==> config.mk <==
export PLATFORM = sky130hd
export DESIGN_NAME = ipi_dest_resolver
export DESIGN_NICKNAME = d
export VERILOG_FILES = /design/src/rtl/ipi_pkg.sv /design/src/rtl/ipi_agent_match.sv /design/src/rtl/ipi_first.sv /design/src/rtl/ipi_dest_resolver.sv
export SDC_FILE = /design/constraint.sdc
export NUM_CORES = 1
export LEC_CHECK = 0
export BUFFER_PORTS_ARGS = -buffer_cell sky130_fd_sc_hd__buf_2
export CAP_MARGIN = 20
export CORE_AREA = 4 4 284 286
export CTS_CLUSTER_SIZE = 20
export DETAILED_ROUTE_END_ITERATION = 10
export DIE_AREA = 0 0 288 290
export PLACE_DENSITY = 0.42
export RECOVER_POWER = 100
export SLEW_MARGIN = 25
export SYNTH_ARGS = -nofsm -noshare
export SYNTH_HDL_FRONTEND = slang
export SYNTH_SLANG_ARGS = --single-unit
==> constraint.sdc <==
create_clock -name clk -period 7.9 [get_ports clk]
set_clock_uncertainty 0.05 [all_clocks]
set_input_delay 0.395 -clock clk [delete_from_list [all_inputs] [get_ports clk]]
set_output_delay 0.395 -clock clk [all_outputs]
set_load 0.02 [all_outputs]
==> src/rtl/ipi_pkg.sv <==
package ipi_pkg;
    typedef enum logic [1:0] {
        SH_DEST   = 2'd0,
        SH_SELF   = 2'd1,
        SH_ALL    = 2'd2,
        SH_OTHERS = 2'd3
    } shorthand_e;

    localparam logic [2:0] DM_LOWPRI   = 3'd1;
    localparam logic [2:0] DM_INIT     = 3'd5;
    localparam logic [7:0] BCAST_ID    = 8'hFF;
    localparam logic [3:0] FMT_FLAT    = 4'hF;
    localparam logic [3:0] FMT_CLUSTER = 4'h0;

    // command field positions
    localparam int F_VEC_LSB  = 0;
    localparam int F_DM_LSB   = 8;
    localparam int F_LOGICAL  = 11;
    localparam int F_LEVEL    = 14;
    localparam int F_TRIGGER  = 15;
    localparam int F_SH_LSB   = 18;
    localparam int F_DEST_LSB = 24;
endpackage

==> src/rtl/ipi_agent_match.sv <==
module ipi_agent_match
    import ipi_pkg::*;
#(
    parameter int IDX = 0,
    parameter int IW  = 5
) (
    input  logic [7:0]    dest,
    input  logic          logical,
    input  shorthand_e    sh,
    input  logic [IW-1:0] self_idx,
    input  logic [7:0]    pid,
    input  logic [7:0]    lid,
    input  logic [3:0]    fmt,
    output logic          hit
);
    logic is_self;
    logic dest_hit;

    always_comb begin
        is_self = (self_idx == IW'(IDX));
        if (!logical) begin
            dest_hit = (dest == BCAST_ID) || (pid == dest);
        end else if (fmt == FMT_FLAT) begin
            dest_hit = |(dest & lid);
        end else if (fmt == FMT_CLUSTER) begin
            dest_hit = (dest[7:4] == lid[7:4]) && (|(dest[3:0] & lid[3:0]));
        end else begin
            dest_hit = 1'b0;
        end
        case (sh)
            SH_DEST: hit = dest_hit;
            SH_SELF: hit = is_self;
            SH_ALL:  hit = 1'b1;
            default: hit = !is_self;
        endcase
    end
endmodule

==> src/rtl/ipi_first.sv <==
module ipi_first #(
    parameter int N = 32
) (
    input  logic [N-1:0] in_mask,
    output logic [N-1:0] out_mask
);
    logic found;

    always_comb begin
        out_mask = '0;
        found    = 1'b0;
        for (int i = 0; i < N; i++) begin
            if (in_mask[i] && !found) begin
                out_mask[i] = 1'b1;
                found       = 1'b1;
            end
        end
    end
endmodule

==> src/rtl/ipi_dest_resolver.sv <==
module ipi_dest_resolver
    import ipi_pkg::*;
#(
    parameter int NAG = 32,
    localparam int IW = (NAG > 1) ? $clog2(NAG) : 1
) (
    input  logic              clk,
    input  logic              rst_n,
    input  logic              lo_wr,
    input  logic              hi_wr,
    input  logic [31:0]       wr_data,
    input  logic [IW-1:0]     self_idx,
    input  logic [NAG*8-1:0]  agent_pid,
    input  logic [NAG*8-1:0]  agent_lid,
    input  logic [NAG*4-1:0]  agent_fmt,
    output logic              out_valid,
    output logic [NAG-1:0]    out_mask,
    output logic [2:0]        out_mode,
    output logic [7:0]        out_vector,
    output logic              out_arb_sync
);
    typedef struct packed {
        logic [7:0]     dest;
        logic           valid;
        logic [NAG-1:0] mask;
        logic [2:0]     mode;
        logic [7:0]     vector;
        logic           arb_sync;
    } state_t;

    state_t st_q, st_d;

    // launch-word decode
    logic       logical;
    logic [2:0] dmode;
    shorthand_e sh;
    logic       accept;
    logic       pick_first;
    logic [NAG-1:0] cand_mask;
    logic [NAG-1:0] first_mask;

    assign logical = wr_data[F_LOGICAL];
    assign dmode   = wr_data[F_DM_LSB +: 3];
    assign sh      = shorthand_e'(wr_data[F_SH_LSB +: 2]);
    assign accept  = lo_wr && !st_q.valid;

    wire unused_wr = ^{wr_data[23:20], wr_data[17:16], wr_data[13:12]};

    for (genvar g = 0; g < NAG; g++) begin : g_agent
        ipi_agent_match #(.IDX(g), .IW(IW)) u_match (
            .dest     (st_q.dest),
            .logical  (logical),
            .sh       (sh),
            .self_idx (self_idx),
            .pid      (agent_pid[g*8 +: 8]),
            .lid      (agent_lid[g*8 +: 8]),
            .fmt      (agent_fmt[g*4 +: 4]),
            .hit      (cand_mask[g])
        );
    end

    ipi_first #(.N(NAG)) u_first (
        .in_mask  (cand_mask),
        .out_mask (first_mask)
    );

    // single winner for lowest priority and for physical unicast
    assign pick_first = (dmode == DM_LOWPRI)
                     || ((sh == SH_DEST) && !logical && (st_q.dest != BCAST_ID));

    always_comb begin
        st_d          = st_q;
        st_d.valid    = 1'b0;
        st_d.mask     = '0;
        st_d.arb_sync = 1'b0;
        if (hi_wr) begin
            st_d.dest = wr_data[F_DEST_LSB +: 8];
        end
        if (accept) begin
            st_d.valid    = 1'b1;
            st_d.mask     = pick_first ? first_mask : cand_mask;
            st_d.mode     = dmode;
            st_d.vector   = wr_data[F_VEC_LSB +: 8];
            st_d.arb_sync = (dmode == DM_INIT) && !wr_data[F_LEVEL]
                          && wr_data[F_TRIGGER];
        end
    end

    always_ff @(posedge clk) begin
        if (!rst_n) begin
            st_q <= '0;
        end else begin
            st_q <= st_d;
        end
    end

    assign out_valid    = st_q.valid;
    assign out_mask     = st_q.mask;
    assign out_mode     = st_q.mode;
    assign out_vector   = st_q.vector;
    assign out_arb_sync = st_q.arb_sync;
endmodule

==> reports/metrics.cfg, run 1 <==
[outcome]
status=finished with violations
violations=max-capacitance violations, max-slew violations

[floorplanning]
start_util_pct=12.5
rows=103
die_y_um=290
pin_count=726
die_area_um2=83500
coreArea_um2=78400
dieWidth_um=288

[global_route]
grt_pass1_vias=12503
grt_pass1_wl_um=91800
antenna_found_initial=18
grt_max_degree=37
grt_usage_pct=15.3
grt.overflow.total=0

[synthesis]
synth-edff-count=0
syn_area_um2=9810
post_synth_num_cell_types=71
postSynth.asyncResetShare_pct=0
synth_area_leaders=ha_1 16%, xor2_1 12%, xnor2_1 12%
yosys_warnings=0
synth_top_cell_by_area=ha_1
ys_seq_area_share_pct=10.8
syn_nets=2011
syn_avg_cell_area_um2=8.16
post_synth_most_frequent_cells=136 x xor2_1, 135 x xnor2_1, 128 x ha_1
yosysTopAreaCellShare_pct=16.3
synth-seq-cells=53
synthFlopType=dfxtp_1
yosysMostFrequentCell=xor2_1
netlist_instances=1202

[drt]
num_vias=12373
drc=0
dr.pass1.iters=5
final_antenna_net_count=0
wirelength_um=68100
wl_per_cell_um=23.3
drt_iter0_markers=666
vias_per_cell=4.23

[place]
place_inst=2915
hpwl_um=58300
numPortBuffers=717
place_congestion=0.881

[pwr]
power_frac_comb_pct=52.3
p_int_mw=0.722
clock_power_share_pct=21.5
p_seq_share_pct=26.2
ir_drop_v=0.0000752
p_per_area_nw_per_um2=84.1
p_sw_mw=0.501
p_sw_share_pct=41.0
leakage_nw=6.47

[final_layout]
fillers=9125
layout-drive-gt1-share_pct=38.7
fin_cells=2927
area_growth_pct=48.3
nets=2681

[setup_path]
regToRegStartpoint=st_q[52]
r2r_cells=10
r2r_slack_ps=2220
worstPathArrival_ps=5780
cp_max_fo=34
cp-start-kind=flip-flop
r2r-end=out_mask[27]
cp.required_ps=8000
crit_path_end_kind=flip-flop
crit_type=flip-flop to flip-flop

[timing]
drv_slew=240
rsz0062_at_grt=false
max-slew-margin-rel_pct=-88.9
hold_ws_ps=292
setup_tns_ps=0
fmax_mhz=176
final_hold_viol_count=0
setup_violations=0
period_share_pct=71.9
fin_crit_ps=5680
tightest_slew_ps=2830

[cts]
clockBufferDepth=2
htree_num_levels=2
clkTransAtPathRegs_ps=80
clk_latency_ps=300
postCtsSetupRepairBufs=0
cts_inserted_buffers=5
numClockSinks=53
post_cts_resized=0
clockRootBuffer=clkbuf_16
cts_tree=built
holdBufCountCts=0

[worst_hold_path]
hold_depth=3
worst_hold_path.endpoint=out_vector[3]
min_from=wr_data[3]
hold_path_class=input port to flip-flop

[run]
drv_cap=7

-- per-layer routing --
layer  share of wire, %  GRT usage, %  vias to the layer above
met5              0.031             0                        -
met3                6.7          2.96                       98
met2                 48          26.6                      540
li1                   -             -                     5986
met4                3.4          4.18                        4
met1                 42          19.1                     5745
-- power groups by stage --
| stage | sequential [mW] | clock, mW | combinational [mW] |
|---|---|---|---|
| 2_1_floorplan | 0.310 | 0 | 0.320 |
| 3_3_place_gp | 0.328 | 0 | 0.646 |
| 3_5_place_dp | 0.328 | 0 | 0.647 |
| 4_1_cts | 0.322 | 0.272 | 0.650 |
| 5_1_grt | 0.324 | 0.284 | 0.709 |
| 6_report | 0.320 | 0.263 | 0.640 |
-- stage by stage --
step / power, mW / instance area, um2 / setup slack (ps) / utilization [%]
2_1_floorplan: 0.630 / 9810 / 4690 / -
3_3_place_gp: 0.974 / 14500 / 3580 / 18.4
3_5_place_dp: 0.975 / 14500 / 3520 / 18.4
4_1_cts: 1.24 / 14600 / 3490 / 18.7
5_1_grt: 1.32 / 14500 / 1810 / 18.6
6_report: 1.22 / 14500 / 2220 / 18.6
-- worst max-delay path, cell delays in order (launching register included) --
cell	delay (ps)
dfxtp_4	710
clkbuf_1	2050
ha_1	530
or4_1	470
o21ai_0	150
o21ai_0	420
o21ai_0	310
a22oi_1	210
and4b_1	310
nand4_4	160
a211oi_1	100
-- cell usage in the layout (no fill, tap or decap), types with 11 or more instances in the layout --
cell type / count
a21boi_0: 11
a21oi_1: 58
a22oi_1: 61
a31oi_1: 15
and4_1: 16
buf_2: 672
buf_4: 13
clkbuf_1: 51
dfxtp_1: 48
ha_1: 128
nand2_1: 76
nand4_1: 59
nor2_1: 29
nor2b_1: 13
nor4_1: 90
o211ai_1: 14
o21ai_0: 51
o41ai_1: 15
or4_1: 24
xnor2_1: 135
xor2_1: 136
-- kinds of logic (layout without fill, tap and decap cells) --
group,after synthesis,count (layout),synth area share (%)
fa+ha+maj,128,128,16.3
xor+xnor,271,271,24.2
compound gates,292,292,20.5
mux,9,9,0.919
simple gates,372,372,22.5
other cells,0,4,0
buf+inv,77,748,4.67
flops,53,53,10.8
-- area by class of cell --
class                   count  area [um2]  share of cell area, %
clock inverters             3        50.0                  0.344
repair buffers            736        3650                   25.1
flip-flops and latches     53        1080                   7.42
clock buffers               5         125                  0.860
multi-input cells        1072        8300                   57.1
diodes                      4        10.0                 0.0688
well taps                1050        1310                   9.03
inverters                   4        15.0                  0.103
-- state kept, by name, summed over array words and instances, names as in the netlist --
register and count:
out_mode 3, out_mask 32, st_q 8, out_vector 8
out_arb_sync 1, out_valid 1
-- worst max path at each step --
| stage | cells past startpoint | end | start | slack [ps] |
|---|---|---|---|---|
| 2_1_floorplan | 8 | out_mask[24] | st_q[52] | 4690 |
| 3_3_place_gp | 9 | out_mask[27] | st_q[51] | 3580 |
| 3_5_place_dp | 9 | out_mask[24] | st_q[51] | 3520 |
| 4_1_cts | 9 | out_mask[24] | st_q[51] | 3490 |
| 5_1_grt | 10 | out_mask[27] | st_q[52] | 1810 |
| 6_report | 10 | out_mask[27] | st_q[52] | 2220 |
Power figures use the tool's default switching activity.
==> run 2, diff against run 1 <==
clock period = 5.7 ns   (was 7.9 ns; I/O delays follow)
==> run 2 against run 1 <==
The flow still finishes with violations (max-capacitance violations, max-slew violations). Clock-buffer cell count rose by 1. Via count rose by 0.33%. Worst hold slack got worse by 110 ps. Largest cell class unchanged. Largest power group unchanged.
==> reports/metrics.cfg, run 2 (same netlist as run 1, synthesis figures left out) <==
[pwr]
power_frac_comb_pct=54.2
p_sw_mw=0.694
clock_power_share_pct=18.8
p_sw_share_pct=41.9
p_per_area_nw_per_um2=113
ir_drop_v=0.000106
p_int_mw=0.961
p_seq_share_pct=27.0
leakage_nw=6.53

[drt]
drt_iter0_markers=609
num_vias=12414
dr.pass1.iters=5
wl_per_cell_um=23.7
vias_per_cell=4.23
wirelength_um=69500
final_antenna_net_count=0
drc=0

[place]
place_inst=2924
hpwl_um=59300
place_congestion=0.884
postPlaceCellArea_um2=14600
numPortBuffers=717
pre_cts_slack_ps=1590

[floorplanning]
coreArea_um2=78400
rows=103
dieWidth_um=288
start_util_pct=12.5
die_y_um=290
pin_count=726
die_area_um2=83500

[final_layout]
fillers=9174
layout-drive-gt1-share_pct=39.1
area_growth_pct=49.2
largest_reg_flops=32
fin_cells=2935
nets=2690
layout_commonest_cell=buf_2
final_cell_mix=672 x buf_2, 136 x xor2_1, 135 x xnor2_1
final_cell_area_um2=14600

[timing]
fmax_mhz=213
final_hold_viol_count=0
worst_slack_ps=1010
period_share_pct=82.4
tightest_slew_ps=1710
drv_slew=24
max-slew-margin-rel_pct=-13.8
setup_tns_ps=0
rsz0062_at_grt=false
fin_crit_ps=4690
setup_violations=0

[worst_hold_path]
hold_path_class=input port to flip-flop
worst_hold_path.endpoint=out_vector[2]
hold_depth=3
min_from=wr_data[2]

[outcome]
status=finished with violations
violations=max-capacitance violations, max-slew violations

[cts]
post_cts_resized=0
cts_tree=built
holdBufCountCts=0
clk_latency_ps=300
cts_inserted_buffers=5
clkTransAtPathRegs_ps=70
htree_num_levels=2
clockRootBuffer=clkbuf_16
numClockSinks=53
postCtsSetupRepairBufs=0
clockBufferDepth=2

[global_route]
grt_pass1_vias=12642
grt_max_degree=38
antenna_found_initial=15
grt.overflow.total=0
grt_pass1_wl_um=92900
grt_usage_pct=15.5

[setup_path]
worstPathArrival_ps=4840
cp.required_ps=5850
crit_type=flip-flop to flip-flop
cp_slowest_cell=dfxtp_1
crit_path_end_kind=flip-flop
r2r-end=out_mask[24]
regToRegStartpoint=st_q[48]
cp-start-kind=flip-flop
r2r_slack_ps=1010
r2r_cells=9
cp_max_fo=32
crit_chain=buf_12 > xnor2_1 > nand4_1 > o21ai_0 > a221oi_2 > o2111ai_1 > nor3_4 > nand4_1 > o41ai_2
critPathMaxStageDelay_ps=1460
cpMostUsedCell=nand4_1

[run]
drv_cap=1

## run 2: power groups by stage
| stage | Clock [mW] | Combinational (mW) | Sequential, mW |
|---|---|---|---|
| global route | 0.342 | 0.994 | 0.453 |
| global placement | 0 | 0.907 | 0.458 |
| CTS | 0.327 | 0.913 | 0.450 |
| detailed placement | 0 | 0.909 | 0.458 |
| floorplan | 0 | 0.443 | 0.429 |
| finish | 0.311 | 0.897 | 0.447 |
## run 2: critical path: cells and delay by family, from the launching register on
kind / cells / cell delay, ps
and+or+nand+nor: 3 / 920
xor gates and xnor gates: 1 / 260
buffers and inverters: 1 / 350
DFF: 1 / 1460
AOI/OAI and AO/OA: 4 / 1470
## run 2: worst max-delay path by stage
stage	startpoint	to	slack, ps	cells after the start
after floorplan	st_q[52]	out_mask[24]	2490	8
after global placement	st_q[52]	out_mask[24]	1550	10
after detailed placement	st_q[52]	out_mask[24]	1590	10
after CTS	st_q[52]	out_mask[24]	1560	10
after global routing	st_q[48]	out_mask[24]	670	8
final	st_q[48]	out_mask[24]	1010	9
## run 2: metal layers
metal	GRT usage, %	vias to the layer above	part of all wire, %
li1	-	6010	-
met1	19.9	5822	43
met2	27.8	518	50
met5	0	-	0.030
met4	2.60	4	1.9
met3	2.23	60	5.3
## run 2: per-stage QoR
step,util (%),power [mW],hold WS (ps)
floorplan,-,0.873,380
global placement,18.6,1.37,400
detailed placement,18.6,1.37,404
CTS,18.8,1.69,172
global route,18.7,1.79,181
finish,18.7,1.66,183
## run 2: area by class of cell
class	count	area, um2	share of cell area, %
diodes	3	7.51	0.0513
clock buffers	6	129	0.881
clock inverters	2	16.3	0.111
inverters	4	15.0	0.103
multi-input cells	1072	8280	56.6
flip-flops and latches	53	1080	7.40
well taps	1050	1310	8.98
repair buffers	745	3780	25.9
